## config.mk

```make
export PLATFORM = sky130hd
export DESIGN_NAME = segport_ctrl
export DESIGN_NICKNAME = d
export VERILOG_FILES = /design/src/rtl/segport_pkg.sv /design/src/rtl/segport_regs.sv /design/src/rtl/segport_pin.sv /design/src/rtl/segport_ctrl.sv
export SDC_FILE = /design/constraint.sdc
export NUM_CORES = 1
export LEC_CHECK = 0
export BUFFER_PORTS_ARGS = -buffer_cell sky130_fd_sc_hd__buf_2
export CAP_MARGIN = 0
export CORE_ASPECT_RATIO = 1.5
export CORE_MARGIN = 1
export CORE_UTILIZATION = 47
export DETAILED_ROUTE_END_ITERATION = 8
export GPL_ROUTABILITY_DRIVEN = 0
export GPL_TIMING_DRIVEN = 0
export PLACE_DENSITY_LB_ADDON = 0.05
export SYNTH_ARGS = -nofsm -noshare
export SYNTH_HDL_FRONTEND = slang
export SYNTH_SLANG_ARGS = --single-unit
export TNS_END_PERCENT = 10
```

## constraint.sdc

```tcl
create_clock -name clk -period 2.25 [get_ports clk]
set_clock_uncertainty 0.1 [all_clocks]
set_input_delay 0.225 -clock clk [delete_from_list [all_inputs] [get_ports clk]]
set_output_delay 0.225 -clock clk [all_outputs]
set_load 0.01 [all_outputs]
```

## src/rtl/segport_pkg.sv

```systemverilog
package segport_pkg;

  // Drive state of one pad
  typedef struct packed {
    logic drv;
    logic nen;
    logic pen;
    logic lcd;
  } pin_drv_t;

  // Decode ownership, latch value and open-drain into pad controls
  function automatic pin_drv_t pin_decode(input logic gp, input logic latch, input logic od);
    pin_drv_t r;
    r.lcd = ~gp;
    r.drv = gp & latch;
    r.nen = gp & ~latch;
    r.pen = gp & latch & ~od;
    return r;
  endfunction

endpackage

```

## src/rtl/segport_regs.sv

```systemverilog
module segport_regs #(
  parameter int DW = 8,
  parameter int AW = 8,
  parameter logic [AW-1:0] ADDR_PORT = 8'h04,
  parameter logic [AW-1:0] ADDR_ODC  = 8'h0C
) (
  input  logic          clk,
  input  logic          rst,
  input  logic          wr_en,
  input  logic          rd_en,
  input  logic [AW-1:0] addr,
  input  logic [DW-1:0] wdata,
  input  logic          bank_sel,
  input  logic          lock_hi,
  input  logic          lock_lo,
  output logic [DW-1:0] data_q,
  output logic [DW-1:0] mux_q,
  output logic [1:0]    od_q,
  output logic [DW-1:0] rdata
);
  localparam int NIB = DW / 2;

  logic          hit_port;
  logic          hit_odc;
  logic [DW-1:0] mux_mask;
  logic [DW-1:0] rd_next;

  assign hit_port = (addr == ADDR_PORT);
  assign hit_odc  = (addr == ADDR_ODC);
  assign mux_mask = {{NIB{~lock_hi}}, {NIB{~lock_lo}}};

  // data latch
  always_ff @(posedge clk) begin
    if (rst)
      data_q <= '1;
    else if (wr_en && hit_port && !bank_sel)
      data_q <= wdata;
  end

  // banked mux register with nibble locks
  always_ff @(posedge clk) begin
    if (rst)
      mux_q <= '0;
    else if (wr_en && hit_port && bank_sel)
      mux_q <= (mux_q & ~mux_mask) | (wdata & mux_mask);
  end

  // open-drain nibble controls
  always_ff @(posedge clk) begin
    if (rst)
      od_q <= '0;
    else if (wr_en && hit_odc)
      od_q <= wdata[1:0];
  end

  always_comb begin
    rd_next = '0;
    if (hit_port)
      rd_next = bank_sel ? mux_q : data_q;
    else if (hit_odc)
      rd_next[1:0] = od_q;
  end

  always_ff @(posedge clk) begin
    if (rst)
      rdata <= '0;
    else if (rd_en)
      rdata <= rd_next;
  end

endmodule

```

## src/rtl/segport_pin.sv

```systemverilog
module segport_pin
  import segport_pkg::*;
(
  input  logic clk,
  input  logic rst,
  input  logic gp,
  input  logic latch,
  input  logic od,
  output logic pad_out,
  output logic pad_nen,
  output logic pad_pen,
  output logic lcd_sel
);
  pin_drv_t nxt;

  always_comb nxt = pin_decode(gp, latch, od);

  always_ff @(posedge clk) begin
    if (rst) begin
      pad_out <= 1'b0;
      pad_nen <= 1'b0;
      pad_pen <= 1'b0;
      lcd_sel <= 1'b1;
    end else begin
      pad_out <= nxt.drv;
      pad_nen <= nxt.nen;
      pad_pen <= nxt.pen;
      lcd_sel <= nxt.lcd;
    end
  end

endmodule

```

## src/rtl/segport_ctrl.sv

```systemverilog
module segport_ctrl #(
  parameter int DW = 8,
  parameter int AW = 8,
  parameter logic [AW-1:0] ADDR_PORT = 8'h04,
  parameter logic [AW-1:0] ADDR_ODC  = 8'h0C
) (
  input  logic          clk,
  input  logic          rst,
  input  logic          bank_sel,
  input  logic          lock_hi,
  input  logic          lock_lo,
  input  logic          wr_en,
  input  logic          rd_en,
  input  logic [AW-1:0] addr,
  input  logic [DW-1:0] wdata,
  output logic [DW-1:0] rdata,
  output logic [DW-1:0] pad_out,
  output logic [DW-1:0] pad_nen,
  output logic [DW-1:0] pad_pen,
  output logic [DW-1:0] lcd_sel
);
  localparam int NIB = DW / 2;

  logic [DW-1:0] data_q;
  logic [DW-1:0] mux_q;
  logic [1:0]    od_q;

  segport_regs #(
    .DW(DW), .AW(AW), .ADDR_PORT(ADDR_PORT), .ADDR_ODC(ADDR_ODC)
  ) u_regs (
    .clk(clk), .rst(rst), .wr_en(wr_en), .rd_en(rd_en), .addr(addr),
    .wdata(wdata), .bank_sel(bank_sel), .lock_hi(lock_hi), .lock_lo(lock_lo),
    .data_q(data_q), .mux_q(mux_q), .od_q(od_q), .rdata(rdata)
  );

  for (genvar i = 0; i < DW; i++) begin : g_pin
    localparam int OD_IDX = (i >= NIB) ? 1 : 0;
    segport_pin u_pin (
      .clk(clk), .rst(rst), .gp(mux_q[i]), .latch(data_q[i]), .od(od_q[OD_IDX]),
      .pad_out(pad_out[i]), .pad_nen(pad_nen[i]), .pad_pen(pad_pen[i]),
      .lcd_sel(lcd_sel[i])
    );
  end

endmodule

```

==> results.toml, run 1 <==
[finish]
drive_above_1_share_pct = 40.8
multi_input_area_um2 = 787
seq_area_um2 = 1160
fin_nets = 318
syn2layout_area_growth_pct = 25.4
final_common_cell = "buf_2"
diodes = 0
mostFrequentLayoutCells = "buf_2 (62), dfxtp_1 (58), nor2_1 (32), buf_4 (32), nand2b_1 (24)"
fillers = 414

[drt]
detail_route.vias_per_cell = 4.59
dr.pass1.iters = 4
drt_iter0_drc = 35
ant_nets = 0
wl_um = 4420
vias = 1667
wire_per_inst_um = 12.2
drc = 0

[logic_synthesis]
synth_area_um2 = 2260
synthDistinctLibCells = 21
synthAdderAreaFrac_pct = 0
ys_top_cells_by_area = "dfxtp_1 (51%), buf_4 (11%), mux2i_1 (8.8%)"
synth_xor_area_share_pct = 0
synth_top_family_by_area = "simple AND/OR/NAND/NOR gates"
syn_inst = 223
synth-simple-area-share_pct = 19.8
yosys_warnings = 0
syn_avg_cell_area_um2 = 10.2
yosysTopAreaCell = "dfxtp_1"
yosys-mux-area-fraction_pct = 12.8
synth_fp_nets = 246
ys_seq_area_share_pct = 51.3
synth_top_area_share_pct = 51.3
synth_compound_area_share_pct = 2.10
ys_ff_latch = 58

[timing]
finalCriticalPeriod_ns = 1.37
maxSlewHeadroom_pct = 61.2
hold_violations = 0
setup_viol = 0
final_max_slew_viol_count = 0
worst-slew-pin-transition_ns = 0.579
setup_tns_ns = 0
fin_ws_ns = 0.877
grt_setup_unrepaired = "false"
finalCritPeriodShare_pct = 61.0
fmax_mhz = 728

[worst_setup_path]
critPathKind = "in2reg"
crit_required_ns = 2.35
start_kind = "primary input"
cp.arrival_ns = 1.48
worstPathMaxFanout = 10
r2r-start = "u_regs.data_q[1]"
worstSetupEndpointType = "register"
critPathLaunch = "addr[5]"

[grt]
grt_antenna_before_repair = 0
track_usage_pct = 18.9
grt_max_degree = 11
grt-ovfl-total = 0
grt_pass1_wl_um = 6930
grt_pass1_vias = 1543

[clock_tree]
path_clk_slew_ns = 0.06
cts_max_level = 3
clock-sinks = 58
clk_latency_ns = 0.33
cts_tree = "yes"
clk_path_buf_depth = 2
root_buffer = "clkbuf_8"
ctsResizeCount = 0
cts_hold_buffers = 0
cts_buffers = 9
post_cts_buffers = 0

[die]
chipWidth_um = 58.7
start_util_pct = 49.5
pin_count = 63
dieArea_um2 = 5110
num_rows = 30
core-area_um2 = 4580
die_h_um = 87.0

[power]
finalPower_uw = 1990
leakagePower_uw = 0.00150
power_density_nw_per_um2 = 702
max-vdd-ir-drop_v = 0.000478

[worst_hold_path]
hold_class = "in2reg"
min_from = "wdata[3]"

[placement]
hpwl_um = 3200
port_buffers = 61
pre_cts_ws_ns = 0.500

[job]
cap_violations = 0

[status]
status = "finished clean"
## logic make-up (layout without fill, tap and decap cells)
group / count (synthesis) / after routing
flip-flops: 58 / 58
multiplexers: 28 / 28
buffers and inverters: 50 / 126
AND/OR/NAND/NOR: 79 / 79
AO/OA/AOI/OAI: 8 / 8
## stage by stage
step / std cells / hold WS, ns / utilization, % / cell area [um^2]
after detailed placement: 348 / 0.346 / 57.9 / 2650
after floorplan: 223 / 0.277 / - / 2260
after global placement: 348 / 0.340 / 57.9 / 2650
after CTS: 363 / 0.0578 / 62.0 / 2840
after global routing: 363 / 0.0651 / 62.0 / 2840
final: 363 / 0.0602 / 62.0 / 2840
## power by group
part	switching [uW]	internal, uW	total, uW
Sequential	0.292	1030	1030
Combinational	43.4	39.5	82.8
Clock	373	510	883
Total	417	1580	1990
## worst max-delay path: stages
cell and delay [ns]:
buf_2 0.09, nor4_1 0.41, buf_2 0.30, nand4b_2 0.25, mux2i_1 0.19
## final timing paths
path	endpoint	slack, ns	cells after the start
setup / recovery	register	0.88	5
hold / removal	register	0.06	3
setup reg to reg	u_regs.rdata[1]	1.18	3
hold reg to reg	g_pin[3].u_pin.pad_nen	0.36	1
## metal layers
metal / GRT usage (%) / part of all wire (%) / vias up
li1: - / - / 847
met1: 20.1 / 40 / 760
met2: 33.1 / 52 / 49
met3: 4.61 / 5.9 / 11
met4: 11.0 / 2.1 / 0
met5: 0 / 0 / -
## area by class of cell
type,instances,share of cell area (%)
repair buffers,61,10.8
plain buffers,40,9.83
clock inverters,2,0.353
multi-input cells,115,27.7
inverters,10,1.32
clock buffers,13,6.30
flip-flops and latches,58,40.9
well taps,64,2.82
## synthesized netlist by cell type
cell type	count
nand2b_1	24
buf_2	1
nor3b_1	1
clkbuf_1	6
mux2i_1	20
nor4b_4	1
nor4_1	1
dfxtp_1	58
nor2_1	32
nand4_1	6
and4_2	1
and2_1	1
inv_1	10
buf_4	32
nand4b_2	2
nor3_1	8
o32ai_1	2
buf_6	1
mux2_2	8
a21oi_1	6
nand4b_1	2
(Power assumes the default switching activity.)
==> run 2: changes to the inputs <==
--- a/config.mk
+++ b/config.mk
@@ -9,7 +9,7 @@
 export CAP_MARGIN = 0
 export CORE_ASPECT_RATIO = 1.5
 export CORE_MARGIN = 1
-export CORE_UTILIZATION = 47
+export CORE_UTILIZATION = 46
 export DETAILED_ROUTE_END_ITERATION = 8
 export GPL_ROUTABILITY_DRIVEN = 0
 export GPL_TIMING_DRIVEN = 0
==> constraint.sdc (replaced) <==
create_clock -name clk -period 1.17 [get_ports clk]
set_clock_uncertainty 0.1 [all_clocks]
set_input_delay 0.117 -clock clk [delete_from_list [all_inputs] [get_ports clk]]
set_output_delay 0.117 -clock clk [all_outputs]
set_load 0.01 [all_outputs]
==> run 2 against run 1 <==
Against the previous run: final cell count grew 3.3%; global-route usage rose by 0.19 points; critical path depth fell by 3; routed wire length hardly changed; flip-flop and latch count did not move; count of clock-buffer cells in the layout shrank 2; first-iteration DRC count is 26% higher; non-clock buffer count grew 11; critical path type is now reg2out; largest power group is now the clock network; highest routed layer unchanged.
==> results.toml, run 2 (synthesis results as in run 1) <==
[timing]
fin_ws_ns = 0.0736
maxSlewHeadroom_pct = 63.7
fmax_mhz = 912
finalCriticalPeriod_ns = 1.10
setup_viol = 0
grt_setup_unrepaired = "false"
final_max_slew_viol_count = 0
worst-slew-pin-transition_ns = 0.545
hold_violations = 0
finalCritPeriodShare_pct = 93.7

[worst_setup_path]
r2r-start = "u_regs.data_q[1]"
crit_path_end = "pad_pen[6]"
slowest_stage = "dfxtp_1"
critPathKind = "reg2out"
r2r_cells = 3
cp.arrival_ns = 0.88
crit_required_ns = 0.95
rrSetupSlack_ns = 0.12
worst_path_largest_cell_delay_ns = 0.30
timing.rr.end = "u_regs.rdata[1]"
start_kind = "register"
cp_cell_sequence = "buf_4, buf_2"
critPathLaunch = "g_pin[6].u_pin.pad_pen"
worstSetupEndpointType = "output pin"
worstPathMaxFanout = 1

[placement]
post-place-cells = 348
placed_area_um2 = 2660
hpwl_um = 3150
pre_cts_ws_ns = -0.455
port_buffers = 61

[finish]
fillers = 408
mostFrequentLayoutCells = "buf_2 (61), dfxtp_1 (58), buf_4 (36)"
stdcell_count = 375
drive_above_1_share_pct = 41.2
syn2layout_area_growth_pct = 33.1
diodes = 0
final_area_um2 = 3020
fin_nets = 329
final_common_cell = "buf_2"

[status]
status = "finished clean"

[drt]
ant_nets = 0
vias = 1694
drt_iter0_drc = 44
dr.pass1.iters = 4
wire_per_inst_um = 11.8
drc = 0
met2_wirelength_um = 2280
wl_um = 4420
wl_met3_um = 239
detail_route.vias_per_cell = 4.52
met1_length_um = 1780
top_layer = "met4"

[grt]
grt_max_degree = 11
grt_pass1_vias = 1528
grt-ovfl-total = 0
grt_antenna_before_repair = 0
grt_pass1_wl_um = 6960
track_usage_pct = 19.1

[die]
dieArea_um2 = 5210
start_util_pct = 49.1
die_h_um = 87.9
num_rows = 30
chipWidth_um = 59.3
core-area_um2 = 4620
pin_count = 63

[power]
leakagePower_uw = 0.00158
max-vdd-ir-drop_v = 0.00122
power_density_nw_per_um2 = 1480

[clock_tree]
cts_buffers = 9
path_clk_slew_ns = 0.07
clk_latency_ns = 0.34
root_buffer = "clkbuf_8"
clock-sinks = 58
cts_tree = "yes"
clk_path_buf_depth = 2
cts_max_level = 3

[job]
cap_violations = 0

[worst_hold_path]
hold_class = "in2reg"
[run 2: per-stage QoR]
stage	setup TNS, ns	util (%)	hold WS [ns]	total power (uW)
after floorplan	-0.660	-	0.169	2110
after global placement	-9.37	57.6	0.288	2180
after detailed placement	-9.40	57.6	0.291	2180
after CTS	0	65.1	0.00298	4480
after global routing	0	65.3	0.0228	4570
final	0	65.3	0.00988	4450
[run 2: final cells by class]
type	count	area, um^2	area share, %
clock buffers	11	151	5.02
plain buffers	40	283	9.38
clock inverters	5	100	3.32
inverters	10	37.5	1.24
repair buffers	72	408	13.5
multi-input cells	115	795	26.3
well taps	64	80.1	2.66
flip-flops and latches	58	1160	38.5
[run 2: worst min-delay path by stage]
stage	startpoint	end	slack [ns]	cells after the start
2_1_floorplan	wdata[7]	register	0.17	2
3_3_place_gp	wdata[6]	u_regs.data_q[6]	0.29	3
3_5_place_dp	wdata[5]	u_regs.data_q[5]	0.29	3
4_1_cts	rd_en	u_regs.rdata[7]	0.003	3
5_1_grt	rd_en	u_regs.rdata[7]	0.02	3
6_report	rd_en	u_regs.rdata[7]	0.01	3
[run 2: layer usage]
metal	track usage, %	vias up
met5	0	-
met4	11.3	0
met3	7.09	10
met2	32.7	53
met1	19.3	759
li1	-	872
[run 2: report_power, final]
part           internal, uW  total (uW)  switching (uW)
Combinational          98.0         186            87.8
Clock                  1520        2290             766
Sequential             1980        1980           0.574
[run 2: critical path, delay by kind of cell, from the launching register on]
family	cells	cell delay [ns]
DFF	1	0.30
buffers and inverters	2	0.24
[run 2: timing repair]
action	4_1_cts	5_1_grt
hold endpoints to repair	18	0
resized for setup	0	2
pin swaps	1	0
setup buffers	2	1
hold buffers	8	0
setup endpoints to repair	16	8
==> run 3: changes to the inputs <==
--- a/config.mk
+++ b/config.mk
@@ -14,6 +14,7 @@
 export GPL_ROUTABILITY_DRIVEN = 0
 export GPL_TIMING_DRIVEN = 0
 export PLACE_DENSITY_LB_ADDON = 0.05
+export SETUP_SLACK_MARGIN = 0.4
 export SYNTH_ARGS = -nofsm -noshare
 export SYNTH_HDL_FRONTEND = slang
 export SYNTH_SLANG_ARGS = --single-unit
==> run 3 against run 2 <==
Against the previous run: the flow now finishes with violations (hold timing); critical path type unchanged; clock power decreased by 31%; critical endpoint is now lcd_sel[1]; via count increased by 1.5%; highest routed layer unchanged; sequential share of layout area decreased by 1.3 points; flip-flop and latch count unchanged.
==> results.toml, run 3 (synthesis results as in run 1) <==
[timing]
finalCritPeriodShare_pct = 92.8
worst-slew-pin-transition_ns = 0.577
grt_setup_unrepaired = "true"
final_max_slew_viol_count = 0
maxSlewHeadroom_pct = 61.6
setup_tns_ns = 0
finalHoldWorstSlack_ns = -0.0538
fmax_mhz = 921
hold_violations = 20
setup_viol = 0
finalCriticalPeriod_ns = 1.09

[power]
power_density_nw_per_um2 = 1180
max-vdd-ir-drop_v = 0.000764
leakagePower_uw = 0.00161
finalPower_uw = 3730

[clock_tree]
cts_max_level = 3
cts_buffers = 9
clk_path_buf_depth = 2
cts_tree = "yes"
root_buffer = "clkbuf_8"
path_clk_slew_ns = 0.06
clock-sinks = 58
clk_latency_ns = 0.34

[drt]
ant_nets = 0
vias = 1720
wire_per_inst_um = 12.7
drc = 0
top_layer = "met4"
wl_met3_um = 229
met2_wirelength_um = 2510
wl_um = 4680
drt_iter0_drc = 40
detail_route.vias_per_cell = 4.66
met1_length_um = 1830
dr.pass1.iters = 4

[die]
chipWidth_um = 59.3
core-area_um2 = 4620
start_util_pct = 49.1
die_h_um = 87.9
pin_count = 63
dieArea_um2 = 5210
num_rows = 30

[worst_hold_path]
hold_class = "in2reg"
holdPathStages = 3
min_from = "wdata[6]"

[worst_setup_path]
worst-path-buf-inv = 2
worst_path_largest_cell_delay_ns = 0.29
worstSetupEndpointType = "output pin"
start_kind = "register"
slowest_stage = "dfxtp_1"
rrSetupSlack_ns = 0.11
worstPathMaxFanout = 1
crit_required_ns = 0.95
timing.rr.end = "u_regs.rdata[1]"
r2r-start = "u_regs.data_q[1]"
cp_cell_sequence = "buf_4, buf_2"
cp.arrival_ns = 0.87
critPathKind = "reg2out"
r2r_cells = 3
crit_family = "flip-flops"

[grt]
grt_pass1_vias = 1551
grt_pass1_wl_um = 7130
grt_max_degree = 11
track_usage_pct = 19.5
grt-ovfl-total = 0
grt_antenna_before_repair = 0

[finish]
syn2layout_area_growth_pct = 39.4
final_common_cell = "dfxtp_1"
mostFrequentLayoutCells = "dfxtp_1 (47), buf_6 (45), nor2_1 (32)"
diodes = 0
fin_nets = 324
multi_input_area_um2 = 821
seq_area_um2 = 1170
fillers = 404
drive_above_1_share_pct = 45.9
final_area_um2 = 3160

[placement]
port_buffers = 61
placed_area_um2 = 2670
hpwl_um = 3130

[job]
cap_violations = 0

[status]
violations = "hold timing"
status = "finished, violations left"
run 3: cell types whose count changed in the layout (fill, tap and decap cells not counted):
cell,change
clkbuf_1,+1
buf_6,+44
nand4b_2,-2
clkinv_2,+1
dfxtp_1,-11
nand4b_4,+2
dlygate4sd3_1,-8
dfxtp_2,+11
buf_2,-30
nor4_2,-1
nor4_4,+1
buf_4,-11
bufinv_16,-3
run 3: worst max path at each step:
stage               slack (ns)                    from                to  cells past startpoint
finish                    0.08  g_pin[1].u_pin.lcd_sel        lcd_sel[1]                      2
global route              0.06  g_pin[2].u_pin.pad_out        pad_out[2]                      2
CTS                       0.07  g_pin[4].u_pin.pad_pen        pad_pen[4]                      2
detailed placement       -0.43                 addr[3]          register                      4
global placement         -0.43                 addr[3]          register                      4
floorplan                -0.05                 addr[3]  u_regs.data_q[3]                      4
run 3: report_power, final:
part           switching (uW)  leakage, uW  internal (uW)  total, uW
clock network             714    0.0000920            859       1570
logic                    93.3      0.00104           91.6        185
registers               0.586     0.000470           1980       1980
run 3: final cells by class:
| cell class | count | share of cell area [%] |
|---|---|---|
| tap | 64 | 2.54 |
| clock buffer | 12 | 4.91 |
| buffer | 40 | 10.5 |
| clock inverter | 3 | 0.476 |
| inverter | 10 | 1.19 |
| sequential | 58 | 37.2 |
| multi-input combinational | 115 | 26.0 |
| timing repair buffer | 67 | 17.2 |
run 3: repair_timing:
action | 4_1_cts | 5_1_grt
setup buffers | 6 | 0
pin swaps | 2 | 0
setup endpoints to repair | 86 | 91
resized for setup | 29 | 29
hold endpoints to repair | 23 | 13
gates cloned | 0 | 0
run 3: through the flow:
stage | std cells | worst slack [ns] | utilization [%] | hold WS (ns)
after CTS | 369 | 0.0663 | 66.0 | -0.0621
after floorplan | 223 | -0.0504 | - | 0.169
after detailed placement | 348 | -0.429 | 57.8 | 0.295
after global routing | 369 | 0.0602 | 68.4 | -0.0413
after global placement | 348 | -0.427 | 57.8 | 0.288
final | 369 | 0.0845 | 68.4 | -0.0538
run 3: per-layer routing:
metal  global-route usage, %  vias to the layer above
met5                       0                        -
met4                    11.7                        0
met3                    5.76                       11
met2                    33.9                       48
met1                    20.2                      801
li1                        -                      860
run 3: worst reg2reg max path, cell delays in order (launching register included):
cell	delay, ns
dfxtp_1	0.33
mux2_2	0.28
mux2i_1	0.12
o32ai_1	0.10
